[src/rtl/lp_cmd_sequencer.sv]
module lp_cmd_sequencer #(
  parameter int CODE_W = 4
) (
  input  logic              clk,
  input  logic              rst_n,
  input  logic              cmd_wr,
  input  logic [CODE_W-1:0] cmd_code,
  output logic              mem_cs_n,
  output logic              mem_ras_n,
  output logic              mem_cas_n,
  output logic              mem_we_n,
  output logic              mem_cke,
  output logic [1:0]        pwr_state,
  output logic              seq_err
);
  localparam logic [CODE_W-1:0] C_NOP    = CODE_W'(0);
  localparam logic [CODE_W-1:0] C_PREALL = CODE_W'(1);
  localparam logic [CODE_W-1:0] C_DPD_IN = CODE_W'(3);
  localparam logic [CODE_W-1:0] C_DPD_EX = CODE_W'(4);
  localparam logic [CODE_W-1:0] C_SR_IN  = CODE_W'(5);
  localparam logic [CODE_W-1:0] C_SR_EX  = CODE_W'(6);

  localparam logic [1:0] ST_ACT = 2'b00;
  localparam logic [1:0] ST_SR  = 2'b01;
  localparam logic [1:0] ST_DPD = 2'b10;

  localparam logic [3:0] P_DESEL = 4'b1111;
  localparam logic [3:0] P_NOP   = 4'b0111;
  localparam logic [3:0] P_PRE   = 4'b0010;
  localparam logic [3:0] P_SREF  = 4'b0001;
  localparam logic [3:0] P_DPD   = 4'b0110;

  logic [1:0] st_q, st_n;
  logic [3:0] pin_q, pin_n;
  logic       cke_q, cke_n;
  logic       err_q;
  logic       pre_q, prenop_q;
  logic       ok;

  always_comb begin
    ok    = 1'b0;
    st_n  = st_q;
    pin_n = P_DESEL;
    cke_n = cke_q;
    if (cmd_wr) begin
      unique case (st_q)
        ST_ACT: begin
          if (cmd_code == C_NOP) begin
            ok = 1'b1; pin_n = P_NOP;
          end else if (cmd_code == C_PREALL) begin
            ok = 1'b1; pin_n = P_PRE;
          end else if (cmd_code == C_SR_IN && prenop_q) begin
            ok = 1'b1; pin_n = P_SREF; st_n = ST_SR; cke_n = 1'b0;
          end else if (cmd_code == C_DPD_IN && pre_q) begin
            ok = 1'b1; pin_n = P_DPD; st_n = ST_DPD; cke_n = 1'b0;
          end
        end
        ST_SR: begin
          if (cmd_code == C_SR_EX) begin
            ok = 1'b1; pin_n = P_NOP; st_n = ST_ACT; cke_n = 1'b1;
          end
        end
        ST_DPD: begin
          if (cmd_code == C_DPD_EX) begin
            ok = 1'b1; pin_n = P_NOP; st_n = ST_ACT; cke_n = 1'b1;
          end
        end
        default: ;
      endcase
    end
  end

  always_ff @(posedge clk) begin
    if (!rst_n) begin
      st_q     <= ST_ACT;
      pin_q    <= P_DESEL;
      cke_q    <= 1'b1;
      err_q    <= 1'b0;
      pre_q    <= 1'b0;
      prenop_q <= 1'b0;
    end else begin
      st_q  <= st_n;
      pin_q <= pin_n;
      cke_q <= cke_n;
      if (cmd_wr && !ok) err_q <= 1'b1;
      if (cmd_wr) begin
        pre_q    <= ok && (cmd_code == C_PREALL) && (st_q == ST_ACT);
        prenop_q <= ok && (cmd_code == C_NOP) && pre_q;
      end
    end
  end

  assign {mem_cs_n, mem_ras_n, mem_cas_n, mem_we_n} = pin_q;
  assign mem_cke   = cke_q;
  assign pwr_state = st_q;
  assign seq_err   = err_q;

  a_r6_cke_matches_state: assert property (@(posedge clk) disable iff (!rst_n)
    mem_cke == (pwr_state == ST_ACT));

  a_r10_err_sticky: assert property (@(posedge clk) disable iff (!rst_n)
    seq_err |=> seq_err);

  a_r3_idle_deselect: assert property (@(posedge clk) disable iff (!rst_n)
    !cmd_wr |=> mem_cs_n);

  a_r7_lowpower_hold: assert property (@(posedge clk) disable iff (!rst_n)
    (pwr_state != ST_ACT && !cmd_wr) |=> $stable(pwr_state));

  a_r9_unprepared_sr: assert property (@(posedge clk) disable iff (!rst_n)
    (cmd_wr && pwr_state == ST_ACT && cmd_code == C_SR_IN && !prenop_q)
      |=> (seq_err && pwr_state == ST_ACT && mem_cs_n));

  a_r4_sr_from_active: assert property (@(posedge clk) disable iff (!rst_n)
    (pwr_state == ST_SR) |=> (pwr_state == ST_SR || pwr_state == ST_ACT));
endmodule

[config.mk]
export PLATFORM = sky130hd
export DESIGN_NAME = lp_cmd_sequencer
export DESIGN_NICKNAME = d
export VERILOG_FILES = /design/src/rtl/lp_cmd_sequencer.sv
export SDC_FILE = /design/constraint.sdc
export NUM_CORES = 1
export LEC_CHECK = 0
export CAP_MARGIN = 10
export CORE_AREA = 2 2 39 41
export CTS_CLUSTER_DIAMETER = 200
export DETAILED_ROUTE_END_ITERATION = 10
export DIE_AREA = 0 0 41 43
export DONT_BUFFER_PORTS = 1
export PLACE_DENSITY = 0.76
export SYNTH_ARGS = -nofsm -noshare
export SYNTH_HDL_FRONTEND = slang
export SYNTH_SLANG_ARGS = --single-unit
[constraint.sdc]
create_clock -name clk -period 2.03 [get_ports clk]
set_clock_uncertainty 0.15 [all_clocks]
set_input_delay 0.406 -clock clk [delete_from_list [all_inputs] [get_ports clk]]
set_output_delay 0.406 -clock clk [all_outputs]
set_load 0.01 [all_outputs]
==> reports/summary.txt <==
Status -> finished, final reports clean
Number of remaining DRC errors -> 0
Worst slew pin tran -> 278 ps
Initial antenna violation count -> 0
Routability congestion estimate -> 0.797
Number of hold violations in the final report -> 0
Most frequent cells in the layout -> dfxtp_1 (10), nand2_1 (9), inv_1 (5), ha_1 (5)
Distinct cells, synth -> 32
Clk pwr share -> 35.4%
Max Clk Rate -> 0.537 GHz
Post-Route Utilization -> 48.3%
Fin cells -> 91
Clock root buffer -> clkbuf_4
Leak -> 0.252 nW
Yosys reg bits -> 10
Initial DRC count -> 8
Yosys warns -> 0
Total power -> 0.350 mW
Placed insts -> 88
Num ports -> 15
Vias in the first global route -> 461
Synth-to-Final Area Change -> 7.88%
Final HPWL DP -> 954 um
Gr usage total -> 16.7%
Crit share post-route -> 91.7%
Crit path required time -> 2070 ps
Worst slew margin -> 81.4%
Drt wl/cell -> 13.0 um
Avg Inst Size Synth -> 8.60 um2
Syn Inst Count -> 72
Sw Pwr -> 0.0712 mW
Mapped cell area -> 619 um2
Sequential-to-total area share from yosys stat -> 32.3%
Final WL -> 1180 um
Layout cells sized above 1 -> 10.7%
Tmin final -> 1860 ps
CTS tree -> yes
Largest net degree at the start of global routing -> 10
ANT nets after route -> 0
Die Y-Extent -> 43 um
Switching share of power -> 20.3%
Clock Latency Late Sink -> 260 ps
Crit end category -> flop
Setup WS pre-CTS -> 94.8 ps
Max-Cap Viols -> 0
Clk pin slew, worst setup/hold paths -> 60 ps
Final worst setup slack -> 168 ps
Sequential power share -> 57.7%
Final hold slack -> 114 ps
Initial Utilization -> 44.8%
Max clock buf depth -> 2
Die Wd -> 41 um
Worst VDD drop -> 0.370 mV
Int Pwr -> 0.279 mW
First-pass GRT wire length -> 1990 um
Startpoint types -> flop
Gate power share -> 6.9%
Hold Crit Class -> input pin to flop
Setup Buffers After CTS -> 0
Max-slew violations -> 0
Crit path DAT -> 1900 ps
Total clock sinks -> 10
Setup TNS -> 0 ps
TritonCTS buffer count -> 3
CTS HTree Levels -> 1
Ant. Diodes -> 0
Site row count -> 14
Total gr overflow -> 0
Via count -> 494
Port-buffer cells -> 0
Post_cts resized -> 0
Syn Nets -> 84
Die area -> 0.00176 mm2
FILL cells -> 145
Critical path class -> flop to flop
Core Area -> 0.00138 mm2
FF-to-FF setup slack -> 170 ps
Setup repair after global routing missed its margin -> false
Pwr per Cell Area -> 523 mW/mm2
Placed standard-cell area -> 646 um2
Most common library cell in the layout ignoring fill and taps -> dfxtp_1
Drt pass-1 iters -> 4
Setup violations, final -> 0
Number of hold buffers added after cts -> 0
Fin area -> 668 um2
Nets -> 89
Vias/cell -> 5.43
CP max FO -> 3
==> cells by family after synthesis <==
| group | count (synthesis) | share of synthesized area (%) |
|---|---|---|
| AND/OR/NAND/NOR | 31 | 27.5 |
| AO/OA/AOI/OAI | 15 | 19.2 |
| flip-flops | 10 | 32.3 |
| buffers and inverters | 7 | 4.44 |
| adder cells (fa/ha/maj) | 5 | 10.1 |
| multiplexers | 4 | 6.46 |
==> power groups by stage <==
| stage | logic (mW) | clock network [mW] | registers (mW) |
|---|---|---|---|
| after floorplan | 0.0243 | 0 | 0.206 |
| after global placement | 0.0237 | 0 | 0.206 |
| after detailed placement | 0.0240 | 0 | 0.206 |
| after CTS | 0.0240 | 0.129 | 0.202 |
| after global routing | 0.0262 | 0.136 | 0.202 |
| final | 0.0240 | 0.124 | 0.202 |
==> worst max-delay path, stage by stage, from the launching register on <==
cell and delay [ps]:
dfxtp_1 370, inv_1 70, ha_1 220, or2_2 290, o31a_1 140, a211oi_4 340, mux2i_1 220
==> cell usage after synthesis <==
| master | number | share of area (%) |
|---|---|---|
| ha_1 | 5 | 10 |
| nand2_1 | 9 | 5.5 |
| a211o_1 | 1 | 1.4 |
| o2111ai_1 | 1 | 1.4 |
| inv_1 | 5 | 3.0 |
| dfxtp_1 | 10 | 32 |
| nand3b_1 | 1 | 1.2 |
| nand4b_1 | 1 | 1.4 |
| a21oi_1 | 1 | 0.81 |
| clkbuf_1 | 1 | 0.61 |
| mux2i_1 | 4 | 6.5 |
| and2b_1 | 1 | 1.2 |
| a21boi_0 | 1 | 1.2 |
| o31a_1 | 1 | 1.4 |
| o21a_1 | 1 | 1.2 |
| nor3_1 | 3 | 2.4 |
| clkbuf_2 | 1 | 0.81 |
| o21ai_0 | 4 | 3.2 |
| o211a_1 | 1 | 1.6 |
| nor2b_1 | 4 | 4.0 |
| a211oi_4 | 1 | 3.2 |
| or3b_1 | 1 | 1.4 |
| and2_1 | 1 | 1.0 |
| or2_2 | 1 | 1.0 |
| nor2_1 | 3 | 1.8 |
| o31ai_1 | 1 | 1.2 |
| or3_4 | 1 | 1.8 |
| or3_1 | 1 | 1.0 |
| o22ai_1 | 1 | 1.0 |
| nand3_1 | 2 | 1.6 |
| o2bb2ai_1 | 1 | 1.4 |
| nand2b_1 | 2 | 2.0 |
==> layer usage <==
| layer | track usage [%] | vias to the layer above | share of wire, % |
|---|---|---|---|
| met5 | 0 | - | 0 |
| met4 | 2.00 | 0 | 0 |
| met3 | 9.42 | 0 | 5.8 |
| met2 | 24.4 | 11 | 49 |
| met1 | 21.7 | 223 | 45 |
| li1 | - | 260 | - |
==> final cells by class <==
class	count	area [um2]	area share, %
Clock buffer	3	22.5	3.37
Inverter	5	18.8	2.81
Sequential cell	10	200	30.0
Timing Repair Buffer	2	15.0	2.25
Multi-Input combinational cell	55	392	58.6
Tap cell	16	20.0	3.00
==> sequential cells by signal, summed over array words and instances (netlist names) <==
name / cells
pin_q: 4
pwr_state: 2
mem_cke: 1
pre_q: 1
prenop_q: 1
seq_err: 1
==> worst paths after layout <==
check / from / endpoint / cells past startpoint
worst max register to register: pwr_state[0] / pwr_state[1] / 6
worst min-delay path: rst_n / pre_q / 1
worst max-delay path: pwr_state[0] / pwr_state[1] / 6
worst min register to register: prenop_q / prenop_q / 2
No activity file was read; power rests on OpenSTA's default activity.
